`src/rtl/irq_lvl_pkg.sv`:
```
package irq_lvl_pkg;
  localparam int LVL_W = 3;
  localparam logic [LVL_W-1:0] LVL_TOP = {LVL_W{1'b1}};
  typedef logic [LVL_W-1:0] lvl_t;

  // Active-low pins to priority level.
  function automatic lvl_t pins_to_level(input lvl_t pins_n);
    return ~pins_n;
  endfunction

  // Level qualifies against the mask: nonzero and above the mask, top level unmaskable.
  function automatic logic level_passes(input lvl_t lvl, input lvl_t msk);
    return (lvl != '0) && ((lvl == LVL_TOP) || (lvl > msk));
  endfunction
endpackage

```
`src/rtl/irq_sync_filter.sv`:
```
module irq_sync_filter
  import irq_lvl_pkg::*;
#(
  parameter int W = LVL_W
) (
  input  logic         clk,
  input  logic         rst,
  input  logic [W-1:0] pins_n,
  output logic         stable,
  output logic [W-1:0] level
);
  logic [W-1:0] smp_now;
  logic [W-1:0] smp_prev;

  always_ff @(posedge clk) begin
    if (rst) begin
      smp_now  <= '0;
      smp_prev <= '0;
    end else begin
      smp_now  <= pins_to_level(pins_n);
      smp_prev <= smp_now;
    end
  end

  assign stable = (smp_now == smp_prev);
  assign level  = smp_now;

  // a level seen stable must have been present on the previous sampling edge as well
  assert_two_samples_R11: assert property (@(posedge clk) disable iff (rst)
    ($past(!rst) && stable && level != '0) |-> ($past(level) == level));
endmodule

```
`src/rtl/irq_pend_track.sv`:
```
module irq_pend_track
  import irq_lvl_pkg::*;
#(
  parameter int W = LVL_W
) (
  input  logic         clk,
  input  logic         rst,
  input  logic         lvl_ok,
  input  logic [W-1:0] lvl,
  input  logic [W-1:0] mask,
  input  logic         ack_done,
  input  logic [W-1:0] ack_lvl,
  output logic         pend,
  output logic [W-1:0] pend_lvl
);
  logic take_new;
  logic ack_hit;
  logic qualifies;

  assign qualifies = lvl_ok && level_passes(lvl, mask);
  assign take_new  = qualifies && (!pend || (lvl > pend_lvl));
  assign ack_hit   = ack_done && pend && (ack_lvl == pend_lvl);

  always_ff @(posedge clk) begin
    if (rst) begin
      pend     <= 1'b0;
      pend_lvl <= '0;
    end else if (take_new) begin
      pend     <= 1'b1;
      pend_lvl <= lvl;
    end else if (ack_hit) begin
      pend     <= 1'b0;
      pend_lvl <= '0;
    end
  end

  assert_lvl_nonzero_R5: assert property (@(posedge clk) disable iff (rst)
    pend |-> (pend_lvl != '0));
  assert_idle_lvl_R1: assert property (@(posedge clk) disable iff (rst)
    !pend |-> (pend_lvl == '0));
  assert_capture_R4: assert property (@(posedge clk) disable iff (rst)
    (qualifies && !pend) |=> (pend && pend_lvl == $past(lvl)));
  assert_raise_R8: assert property (@(posedge clk) disable iff (rst)
    (pend && qualifies && lvl > pend_lvl) |=> (pend_lvl == $past(lvl)));
  assert_ack_clear_R9: assert property (@(posedge clk) disable iff (rst)
    (ack_hit && !qualifies) |=> !pend);
  assert_hold_R10: assert property (@(posedge clk) disable iff (rst)
    (pend && !ack_hit && !take_new) |=> (pend && $stable(pend_lvl)));
  assert_no_spurious_R4: assert property (@(posedge clk) disable iff (rst)
    (!pend && !qualifies) |=> !pend);
endmodule

```
`src/rtl/irq_level_sampler.sv`:
```
module irq_level_sampler
  import irq_lvl_pkg::*;
#(
  parameter int W = LVL_W
) (
  input  logic         clk,
  input  logic         rst,
  input  logic [W-1:0] irq_req_n,
  input  logic [W-1:0] irq_mask,
  input  logic         ack_done,
  input  logic [W-1:0] ack_lvl,
  output logic         irq_pend,
  output logic [W-1:0] irq_pend_lvl
);
  logic         lvl_stable;
  logic [W-1:0] lvl_seen;

  irq_sync_filter #(.W(W)) u_filt (
    .clk    (clk),
    .rst    (rst),
    .pins_n (irq_req_n),
    .stable (lvl_stable),
    .level  (lvl_seen)
  );

  irq_pend_track #(.W(W)) u_track (
    .clk      (clk),
    .rst      (rst),
    .lvl_ok   (lvl_stable),
    .lvl      (lvl_seen),
    .mask     (irq_mask),
    .ack_done (ack_done),
    .ack_lvl  (ack_lvl),
    .pend     (irq_pend),
    .pend_lvl (irq_pend_lvl)
  );

  // the top level is pending one edge after it validates, whatever the mask
  assert_top_level_R6: assert property (@(posedge clk) disable iff (rst)
    (lvl_stable && lvl_seen == LVL_TOP) |=> (irq_pend && irq_pend_lvl == LVL_TOP));
endmodule

```
`config.mk`:
```
export PLATFORM = sky130hd
export DESIGN_NAME = irq_level_sampler
export DESIGN_NICKNAME = d
export VERILOG_FILES = /design/src/rtl/irq_lvl_pkg.sv /design/src/rtl/irq_sync_filter.sv /design/src/rtl/irq_pend_track.sv /design/src/rtl/irq_level_sampler.sv
export SDC_FILE = /design/constraint.sdc
export NUM_CORES = 1
export LEC_CHECK = 0
export ABC_AREA = 1
export BUFFER_PORTS_ARGS = -buffer_cell sky130_fd_sc_hd__buf_4
export CAP_MARGIN = 20
export CORE_AREA = 2 2 39 41
export CTS_CLUSTER_DIAMETER = 50
export DETAILED_ROUTE_END_ITERATION = 10
export DIE_AREA = 0 0 41 43
export PLACE_DENSITY = 0.68
export SYNTH_ARGS = -nofsm -noshare
export SYNTH_HDL_FRONTEND = slang
export SYNTH_SLANG_ARGS = --single-unit
export TNS_END_PERCENT = 10
```
`constraint.sdc`:
```
create_clock -name clk -period 2.2 [get_ports clk]
set_input_delay 0.44 -clock clk [delete_from_list [all_inputs] [get_ports clk]]
set_output_delay 0.44 -clock clk [all_outputs]
set_load 0.02 [all_outputs]
```
* Word level (Yosys, flattened, before mapping) *
Index checks and enable logic that the tools add are counted.

cells by class
  add/sub/neg operators = 0
  $mul = 0
  divide/modulo/power cells = 0
  order comparisons = 2
  eq/ne operators = 3
  shift-type cells = 0
  muxes and demuxes = 4
  bitwise gates (word level) = 1
  reductions and logical operators = 10

operators by type and width
  kind                count
  $eq 3x3->1          2
  $gt 3x3->1          2
  $mux 3              2
  $logic_and 1x1->1   5
  $eq 3x3->1 const B  1
  $not 3->3           1
  $reduce_bool 3->1   1
  $logic_or 1x1->1    2
  $mux 1              2
  $reduce_bool 2->1   1
  $logic_not 1->1     1

word-level totals
  register bits after elaboration = 10
  latch bits = 0
  RAM bits = 0
  memory bits (read-only) = 0
  input bits = 12
  word-level logic and storage cells = 24
  memories = 0

* Longest topological paths before layout *
Gate-level depths: netlist of run 1.

  word-level depth = 6
  gate-level depth with buffers = 10
  gate-level depth less buffers = 10

* Hierarchy *
Synthesis of run 1 repeated with hierarchy kept, for this count alone.

second synthesis, totals
  cells, all modules = 76
  area total of the unflattened synthesis = 575.6 um2

modules (own cells, without submodules)
  module           times used  cells an instance  area an instance (um2)
  irq_pend_track   1           53                 379.1
  irq_sync_filter  1           23                 196.4

* Worst setup path before layout of run 1 *
OpenSTA, ideal clock, no wires.

  path kind = register to register
  start = reg u_track.pend_lvl[2]
  end = reg u_track.pend_lvl[0]
  library setup time = 0.059 ns
  data arrival time = 1.435 ns
  path slack = 0.707 ns
  stages on the path, launching flop included = 10
  buffers on the path = 0
  cells stage by stage = dfxtp_1 inv_1 ha_1 a21oi_1 nand2_1 nand2_1 nand2_1 nand3_4 nand3_1 nand2_1

on the way
  cells in the longest elaborated chain, start to end = 4

RTL lines
  element                                      line                  text
  start, declared                              irq_pend_track.sv:14  output logic [W-1:0] pend_lvl
  start signal, assigned                       irq_pend_track.sv:30  pend_lvl <= lvl;
  $gt 3x3->1                                   irq_pend_track.sv:21  assign take_new = qualifies && (!pend || (lvl > pend_lvl));
  $logic_or 1x1->1                             irq_pend_track.sv:21
  $logic_and 1x1->1                            irq_pend_track.sv:21
  $mux 3 or $reduce_bool 2->1 (tied branches)  n/a

Parallel ways exist; a longest one is shown, timed or not.
A chain may end at the register's enable or synchronous reset.

* Final worst setup path of run 1 *
  start = reg u_track.pend_lvl[2]
  end = reg u_track.pend_lvl[2]

The elaborated chain is that of the path after synthesis.

==> results.rst, run 1 <==
.. list-table::
   :header-rows: 1

   * - Metric
     - Value
   * - Result of the run
     - finished, final reports clean
   * - Netlist area before placement
     - around 600 sq um
   * - Clock share of power
     - 0.300
   * - Drt total wl
     - around 1100 um
   * - Number of library cell types mapped by synthesis
     - 19
   * - First-pass DRT Iterations
     - 3
   * - Post-CTS setup buffer count
     - 0
   * - Most frequent cells in the layout
     - nand2_1, buf_4, inv_1, nor2_1, dfxtp_1
   * - CP Launch Type
     - flip-flop
   * - Number of instances resized during post-cts repair
     - 0
   * - Die Y
     - 43 um
   * - Xor/xnor cell area share of the yosys netlist
     - 0.01455
   * - Simple-gate share of the synthesized area
     - 0.3493
   * - Estimated wirelength of the detail-placed design
     - roughly 900 um
   * - Final Instance Count excl. Fillers
     - roughly 110
   * - Antenna violations before repair
     - 0
   * - Average via count per standard cell
     - 4.728
   * - Sequential Power Share
     - 0.492
   * - Combinational group share of total power
     - 0.208
   * - Max Slew Vio Count
     - 0
   * - Kind of end point of the critical path
     - flip-flop
   * - Mean cell area of the mapped netlist
     - about 7.4 sq um
   * - Max-cap check violation count
     - 0
   * - Commonest non-fill, non-tap cell in the layout
     - nand2_1
   * - Largest family of logic cells by synthesized area
     - simple AND/OR/NAND/NOR gates
   * - Library cell appearing most often on the critical path
     - nand2_1
   * - Aggregate negative setup slack
     - 0 ns
   * - CTS clk-pin slew, worst paths
     - ~0.060 ns
   * - FFs w/ async S/R, synth
     - 0
   * - Peak VDD IR
     - 424.2 uV
   * - Number of synthesized flops with an enable pin
     - 0
   * - Actual transition at the worst max-transition pin
     - roughly 0.26 ns
   * - Most used flip-flop cell after synthesis
     - dfxtp_1
   * - Int Pwr
     - just under 0.3 mW
   * - Crit path arrival time
     - around 1.7 ns
   * - Maximum number of pins on one net before global-route repair
     - 11
   * - Placeable Area
     - between 1000 and 1500 sq um
   * - # port buffers
     - 15
   * - Nets@finish
     - between 100 and 150
   * - Synth-to-layout area growth
     - 24.95%
   * - Fraction of power spent switching nets
     - 0.2733
   * - Total global-route track usage
     - 0.1586
   * - Last weighted congestion value of the routability-driven placer
     - a little over 0.8
   * - Wire length of the first global-routing pass
     - roughly 1900 um
   * - Diode insertion count for antenna repair
     - 0
   * - Number of levels in the clock H-tree
     - 1
   * - Psw
     - around 0.11 mW
   * - Initial cell density of the core
     - 0.4349
   * - Crit path max-delay family
     - simple AND/OR/NAND/NOR gates
   * - Maximum buffer depth of the clock tree
     - 2
   * - Inst Count DP
     - between 100 and 150
   * - Setup repair after global routing missed its margin
     - no
   * - Post-synthesis compound-gate area fraction
     - 0.09563
   * - Largest clock skew in the final design
     - 0.001195 ns
   * - Number of global-route vias before repair
     - 510
   * - Critical Setup Path Class
     - reg2reg
   * - Fin crit period
     - ~1.5 ns
   * - Die width
     - roughly 41 um
   * - Worst-case hold slack
     - between 0.3 and 0.4 ns
   * - Placement row count
     - 14
   * - Ratio of final minimum period to clock period
     - 0.6610
   * - Hold violation count in the final report
     - 0
   * - CTS root buf
     - clkbuf_4
   * - Overflow left after global routing
     - 0
   * - Worst path cell trace
     - inv_1 > ha_1 > a21oi_1 > nand2_1 > nand2_1 > nand2_1 > nand3_4 > nand3_1 > nand2_1
   * - Post-synthesis adder-cell area fraction
     - 0.1247
   * - Clock Sink Count
     - 10
   * - Type of the most critical hold path
     - in2reg
   * - Peak Freq
     - between 600 and 700 MHz
   * - Syn Nets
     - a little under 100
   * - DIE AREA
     - 1763 sq um
   * - Layout cell share with drive strength beyond 1
     - 0.2551
   * - Post-synthesis sequential area ratio
     - 0.3326
   * - Maximum single-stage delay on the critical path
     - roughly 0.33 ns
   * - Number of vias in the routed layout
     - approximately 540
   * - Final Total Pwr
     - 0.4003 mW
   * - Final setup violation count
     - 0
   * - Critical path data required time
     - ~2.4 ns
   * - Normalized max-slew margin
     - 0.8269
   * - Count of buffer and inverter cells on the critical path
     - 1
   * - Fraction of synthesized area in multiplexers
     - 0
   * - Residual DRC count
     - 0
   * - TritonCTS clock tree
     - built
   * - Number of cells produced by synthesis
     - 81
   * - Slowest stage cell, crit path
     - ha_1
   * - Cts bufs inserted
     - 3
   * - Total of hold buffers inserted after clock tree synthesis
     - 0
   * - LEAKAGE
     - 0.3648 nW
   * - Total number of yosys warnings
     - 0
   * - Number of nets with antenna violations after detailed routing
     - 0
   * - Routed wire length per instance
     - between 9 and 10 um
   * - Number of register bits inferred by synthesis
     - 10
   * - Power per Cell Area
     - between 500 and 600 nW/um^2
   * - I/O pin cnt
     - 16
   * - Skew-Pair Late Insertion Delay
     - 0.26 ns
   * - First DRT Iteration DRCs
     - 6
   * - Crit path max fanout
     - 4
## cell usage after synthesis, types with 2 or more instances
| master | count | area share |
|---|---|---|
| nand2_1 | 18 | 0.11 |
| inv_1 | 11 | 0.069 |
| dfxtp_1 | 10 | 0.33 |
| nor2_1 | 10 | 0.062 |
| nand3_1 | 8 | 0.067 |
| ha_1 | 6 | 0.12 |
| a21oi_1 | 3 | 0.025 |
| nand4_1 | 3 | 0.031 |
| nand2_2 | 2 | 0.021 |
## registers in the layout, indices dropped and copies added, names as in the netlist
| register | flops |
|---|---|
| u_filt.level | 3 |
| u_filt.smp_prev | 3 |
| u_track.pend | 1 |
| u_track.pend_lvl | 3 |
## final timing paths
kind	startpoint	end	slack (ns)	cells after the start
worst max-delay path	u_track.pend_lvl[2]	u_track.pend_lvl[2]	0.75	9
worst min-delay path	irq_req_n[2]	u_filt.level[2]	0.33	2
worst max register to register	u_track.pend_lvl[2]	u_track.pend_lvl[2]	0.75	9
worst min register to register	u_track.pend	u_track.pend	0.54	2
## layer usage
layer	share of wire	wire length, um	up-vias	GRT usage
met1	0.51	575	228	0.2197
met3	0.033	37	2	0.01571
met4	0.018	20	0	0.06000
li1	-	-	299	-
met5	0	0	-	0
met2	0.44	505	10	0.2438
## per-stage QoR
step	cell area, sq um	util	setup slack, ns
floorplan	601.8	-	0.7065
global placement	729.5	0.5271	0.7160
detailed placement	729.5	0.5271	0.6850
CTS	752.0	0.5434	0.7230
global route	752.0	0.5434	0.5902
finish	752.0	0.5434	0.7458
## final cells by class
cell class | instances | area, sq um
fillers | 150 | 631.9
multi-input cells | 58 | 351.6
flip-flops and latches | 10 | 200.2
repair buffers | 15 | 112.6
inverters | 12 | 45.04
clock buffers | 3 | 22.52
well taps | 16 | 20.02
## power groups by stage
stage | registers [mW] | clock network (mW) | logic [mW]
final | 0.197 | 0.120 | 0.0832
after detailed placement | 0.201 | 0 | 0.0839
after floorplan | 0.201 | 0 | 0.0549
after global placement | 0.201 | 0 | 0.0821
after global routing | 0.198 | 0.133 | 0.0948
after CTS | 0.197 | 0.126 | 0.0843
## logic make-up (layout without fill, tap and decap cells)
group           Yosys count  in the layout
buf+inv                  13             30
flops                    10             10
simple gates             44             44
fa+ha+maj                 6              6
xor+xnor                  1              1
compound gates            7              7
Note: power is estimated with default switching activity, not from simulation.
==> run 2, diff against run 1 <==
--- a/config.mk
+++ b/config.mk
@@ -8,11 +8,10 @@
 export ABC_AREA = 1
 export BUFFER_PORTS_ARGS = -buffer_cell sky130_fd_sc_hd__buf_4
 export CAP_MARGIN = 20
-export CORE_AREA = 2 2 39 41
+export CORE_UTILIZATION = 44
 export CTS_CLUSTER_DIAMETER = 50
 export DETAILED_ROUTE_END_ITERATION = 10
-export DIE_AREA = 0 0 41 43
-export PLACE_DENSITY = 0.68
+export PLACE_DENSITY = 0.69
 export SYNTH_ARGS = -nofsm -noshare
 export SYNTH_HDL_FRONTEND = slang
 export SYNTH_SLANG_ARGS = --single-unit
==> constraint.sdc (replaced) <==
create_clock -name clk -period 1.3 [get_ports clk]
set_input_delay 0.26 -clock clk [delete_from_list [all_inputs] [get_ports clk]]
set_output_delay 0.26 -clock clk [all_outputs]
set_load 0.02 [all_outputs]
==> run 2 against run 1 <==
First-iteration DRC count down 17%. Non-clock buffer count grew 6. Wire length is 12% higher. Flip-flop and latch count unchanged. Largest power group unchanged. Design area grew 17%. Count of clock-buffer cells in the layout is the same. Worst hold slack lost 0.19 ns. Utilization rose by 20 points.
==> results.rst, run 2 (synthesized netlist as in run 1, its figures left out) <==
.. list-table::
   :header-rows: 1

   * - Metric
     - Value
   * - Result of the run
     - finished, final reports clean
   * - I/O pin cnt
     - 16 (unchanged)
   * - Placed instance area
     - 794.5 sq um (+8.9%)
   * - Synth-to-layout area growth
     - 46.15%
   * - Nets@finish
     - 124 (+5.1%)
   * - Last weighted congestion value of the routability-driven placer
     - 0.7443 (-10%)
   * - Crit path max fanout
     - 4 (unchanged)
   * - Diode insertion count for antenna repair
     - 0 (unchanged)
   * - Footprint of the multi-input gates
     - 419.2 sq um (+19%)
   * - Placement row count
     - 12 (-2)
   * - Library cell appearing most often on the critical path
     - nand2_1
   * - Final setup violation count
     - 0 (unchanged)
   * - Power per Cell Area
     - 827.2 nW/um^2 (+55%)
   * - Most frequent cells in the layout
     - buf_4, nand2_1, nor2_1, inv_1, dfxtp_1
   * - Fin crit period
     - 1.274 ns (-0.1800 ns)
   * - Critical path data required time
     - 1.46 ns (-0.95 ns)
   * - Inst Count DP
     - 115 (+3.6%)
   * - First DRT Iteration DRCs
     - 5 (-1)
   * - LEAKAGE
     - 0.4064 nW (+11%)
   * - Final Instance Count excl. Fillers
     - 119 (+4.4%)
   * - Maximum single-stage delay on the critical path
     - 0.36 ns (+0.03 ns)
   * - Peak Freq
     - 784.8 MHz (+14%)
   * - CP Launch Type
     - flip-flop
   * - Maximum buffer depth of the clock tree
     - 2 (unchanged)
   * - Terminus of the critical flop-to-flop path
     - u_track.pend_lvl[2]
   * - DIE AREA
     - 1520 sq um (-14%)
   * - Total global-route track usage
     - 0.2043 (+0.04574)
   * - Actual transition at the worst max-transition pin
     - 0.1869 ns (-0.07229 ns)
   * - Final Total Pwr
     - 0.7276 mW (+82%)
   * - Overflow left after global routing
     - 0 (unchanged)
   * - Storage cell area
     - 211.5 sq um (+5.6%)
   * - Number of fill cells
     - 98 (-35%)
   * - Initial cell density of the core
     - 0.5074 (+0.07248)
   * - Worst path cell trace
     - inv_4 > ha_4 > nand3_2 > nand2_1 > nand2_1 > nand2_2 > nand3_4 > nand3_2 > nand2_1
   * - Number of global-route vias before repair
     - 514 (+0.78%)
   * - Estimated wirelength of the detail-placed design
     - 1004 um (+12%)
   * - Layout cell share with drive strength beyond 1
     - 0.4571 (+0.2020)
   * - Slowest stage cell, crit path
     - dfxtp_4
   * - Setup repair after global routing missed its margin
     - yes
   * - Routed wire length per instance
     - 10.66 um (+6.8%)
   * - Maximum number of pins on one net before global-route repair
     - 11 (unchanged)
   * - # port buffers
     - 15 (unchanged)
   * - Drt total wl
     - 1268 um (+12%)
   * - HP Start
     - irq_req_n[1]
   * - CTS clk-pin slew, worst paths
     - 0.07 ns (about the same)
   * - Min-Delay Endpoint
     - u_filt.level[1]
   * - Skew-Pair Late Insertion Delay
     - 0.27 ns (about the same)
   * - Peak VDD IR
     - 606.6 uV (+43%)
   * - First-pass DRT Iterations
     - 4 (+1)
   * - Type of the most critical hold path
     - in2reg
   * - Crit path arrival time
     - 1.44 ns (-0.22 ns)
   * - Clock Sink Count
     - 10 (unchanged)
   * - Total of hold buffers inserted after clock tree synthesis
     - 0 (unchanged)
   * - Die Y
     - 38.99 um (-9.3%)
   * - Antenna violations before repair
     - 0 (unchanged)
   * - Die width
     - 38.99 um (-4.9%)
   * - Average via count per standard cell
     - 4.866 (+2.9%)
   * - Kind of end point of the critical path
     - flip-flop
   * - Placeable Area
     - 1186 sq um (-14%)
   * - Hold violation count in the final report
     - 0 (unchanged)
   * - TritonCTS clock tree
     - built
   * - Largest clock skew in the final design
     - 0.0005960 ns (-0.0005989 ns)
   * - Commonest non-fill, non-tap cell in the layout
     - buf_4
   * - Normalized max-slew margin
     - 0.8751 (+0.04813)
   * - Number of levels in the clock H-tree
     - 1 (unchanged)
   * - Launching point of the worst reg2reg path
     - u_track.pend_lvl[2]
   * - Setup slack on the worst flop-to-flop path
     - 0.03 ns (-0.72 ns)
   * - Ratio of final minimum period to clock period
     - 0.9801 (+0.3191)
   * - Max Slew Vio Count
     - 0 (unchanged)
   * - Aggregate negative setup slack
     - 0 ns (unchanged)
   * - Number of vias in the routed layout
     - 579 (+7.4%)
   * - CTS root buf
     - clkbuf_4
   * - Post-Layout Inst Area
     - 879.6 sq um (+17%)
   * - Residual DRC count
     - 0 (unchanged)
   * - Max-cap check violation count
     - 0 (unchanged)
   * - Critical Setup Path Class
     - reg2reg
   * - R2R depth
     - 9 (unchanged)
   * - Cts bufs inserted
     - 3 (unchanged)
   * - Wire length of the first global-routing pass
     - 2007 um (+4.6%)
   * - Worst hold path cell count
     - 2 (unchanged)
   * - Number of nets with antenna violations after detailed routing
     - 0 (unchanged)
-- run 2: report_power, final --
group / switching, mW / leakage, nW / internal, mW / total [mW]
Clock: 0.112 / 0.0154 / 0.111 / 0.223
Combinational: 0.0869 / 0.307 / 0.0882 / 0.175
Sequential: 0.0131 / 0.0844 / 0.317 / 0.330
Total: 0.212 / 0.406 / 0.516 / 0.728
-- run 2: critical path, delay by kind of cell, from the launching register on --
family / cells / cell delay (ns)
flops: 1 / 0.36
buf+inv: 1 / 0.04
simple gates: 7 / 0.50
fa+ha+maj: 1 / 0.27
-- run 2: routing by layer --
metal / global-route usage / part of all wire
met5: 0 / 0
met4: 0.1034 / 0
met3: 0.05202 / 0.044
met2: 0.3708 / 0.50
met1: 0.2120 / 0.45
-- run 2: metrics by stage --
step           utilization  setup slack [ns]  hold WS (ns)
2_1_floorplan            -          0.005590        0.3324
3_3_place_gp        0.6698          -0.01250        0.4174
3_5_place_dp        0.6698          -0.05361        0.4201
4_1_cts             0.7405         -0.001839        0.1271
5_1_grt             0.7416          -0.07575        0.1241
6_report            0.7416           0.02583        0.1313
-- run 2: worst max path at each step --
| stage | startpoint | endpoint | slack (ns) | cells past startpoint |
|---|---|---|---|---|
| global route | u_track.pend_lvl[2] | u_track.pend_lvl[2] | -0.08 | 9 |
| global placement | u_track.pend_lvl[1] | u_track.pend_lvl[0] | -0.01 | 9 |
| floorplan | u_track.pend_lvl[1] | u_track.pend_lvl[0] | 0.006 | 9 |
| detailed placement | irq_mask[2] | u_track.pend_lvl[2] | -0.05 | 10 |
| finish | u_track.pend_lvl[2] | u_track.pend_lvl[2] | 0.03 | 9 |
| CTS | u_track.pend_lvl[2] | u_track.pend_lvl[2] | -0.002 | 9 |
-- run 2: what timing repair did --
action                                  in CTS  in global routing
gates resized for setup                     12                  1
endpoints found under the setup margin       4                  4
pin swaps                                    8                  4
setup buffers                                0                  0
-- run 2: cell type report --
type / count / share of cell area
Multi-Input combinational cell: 58 / 0.4765
Sequential cell: 10 / 0.2404
Timing Repair Buffer: 21 / 0.1792
Tap cell: 14 / 0.01991
Clock buffer: 3 / 0.02560
Inverter: 12 / 0.05405
Clock inverter: 1 / 0.004267
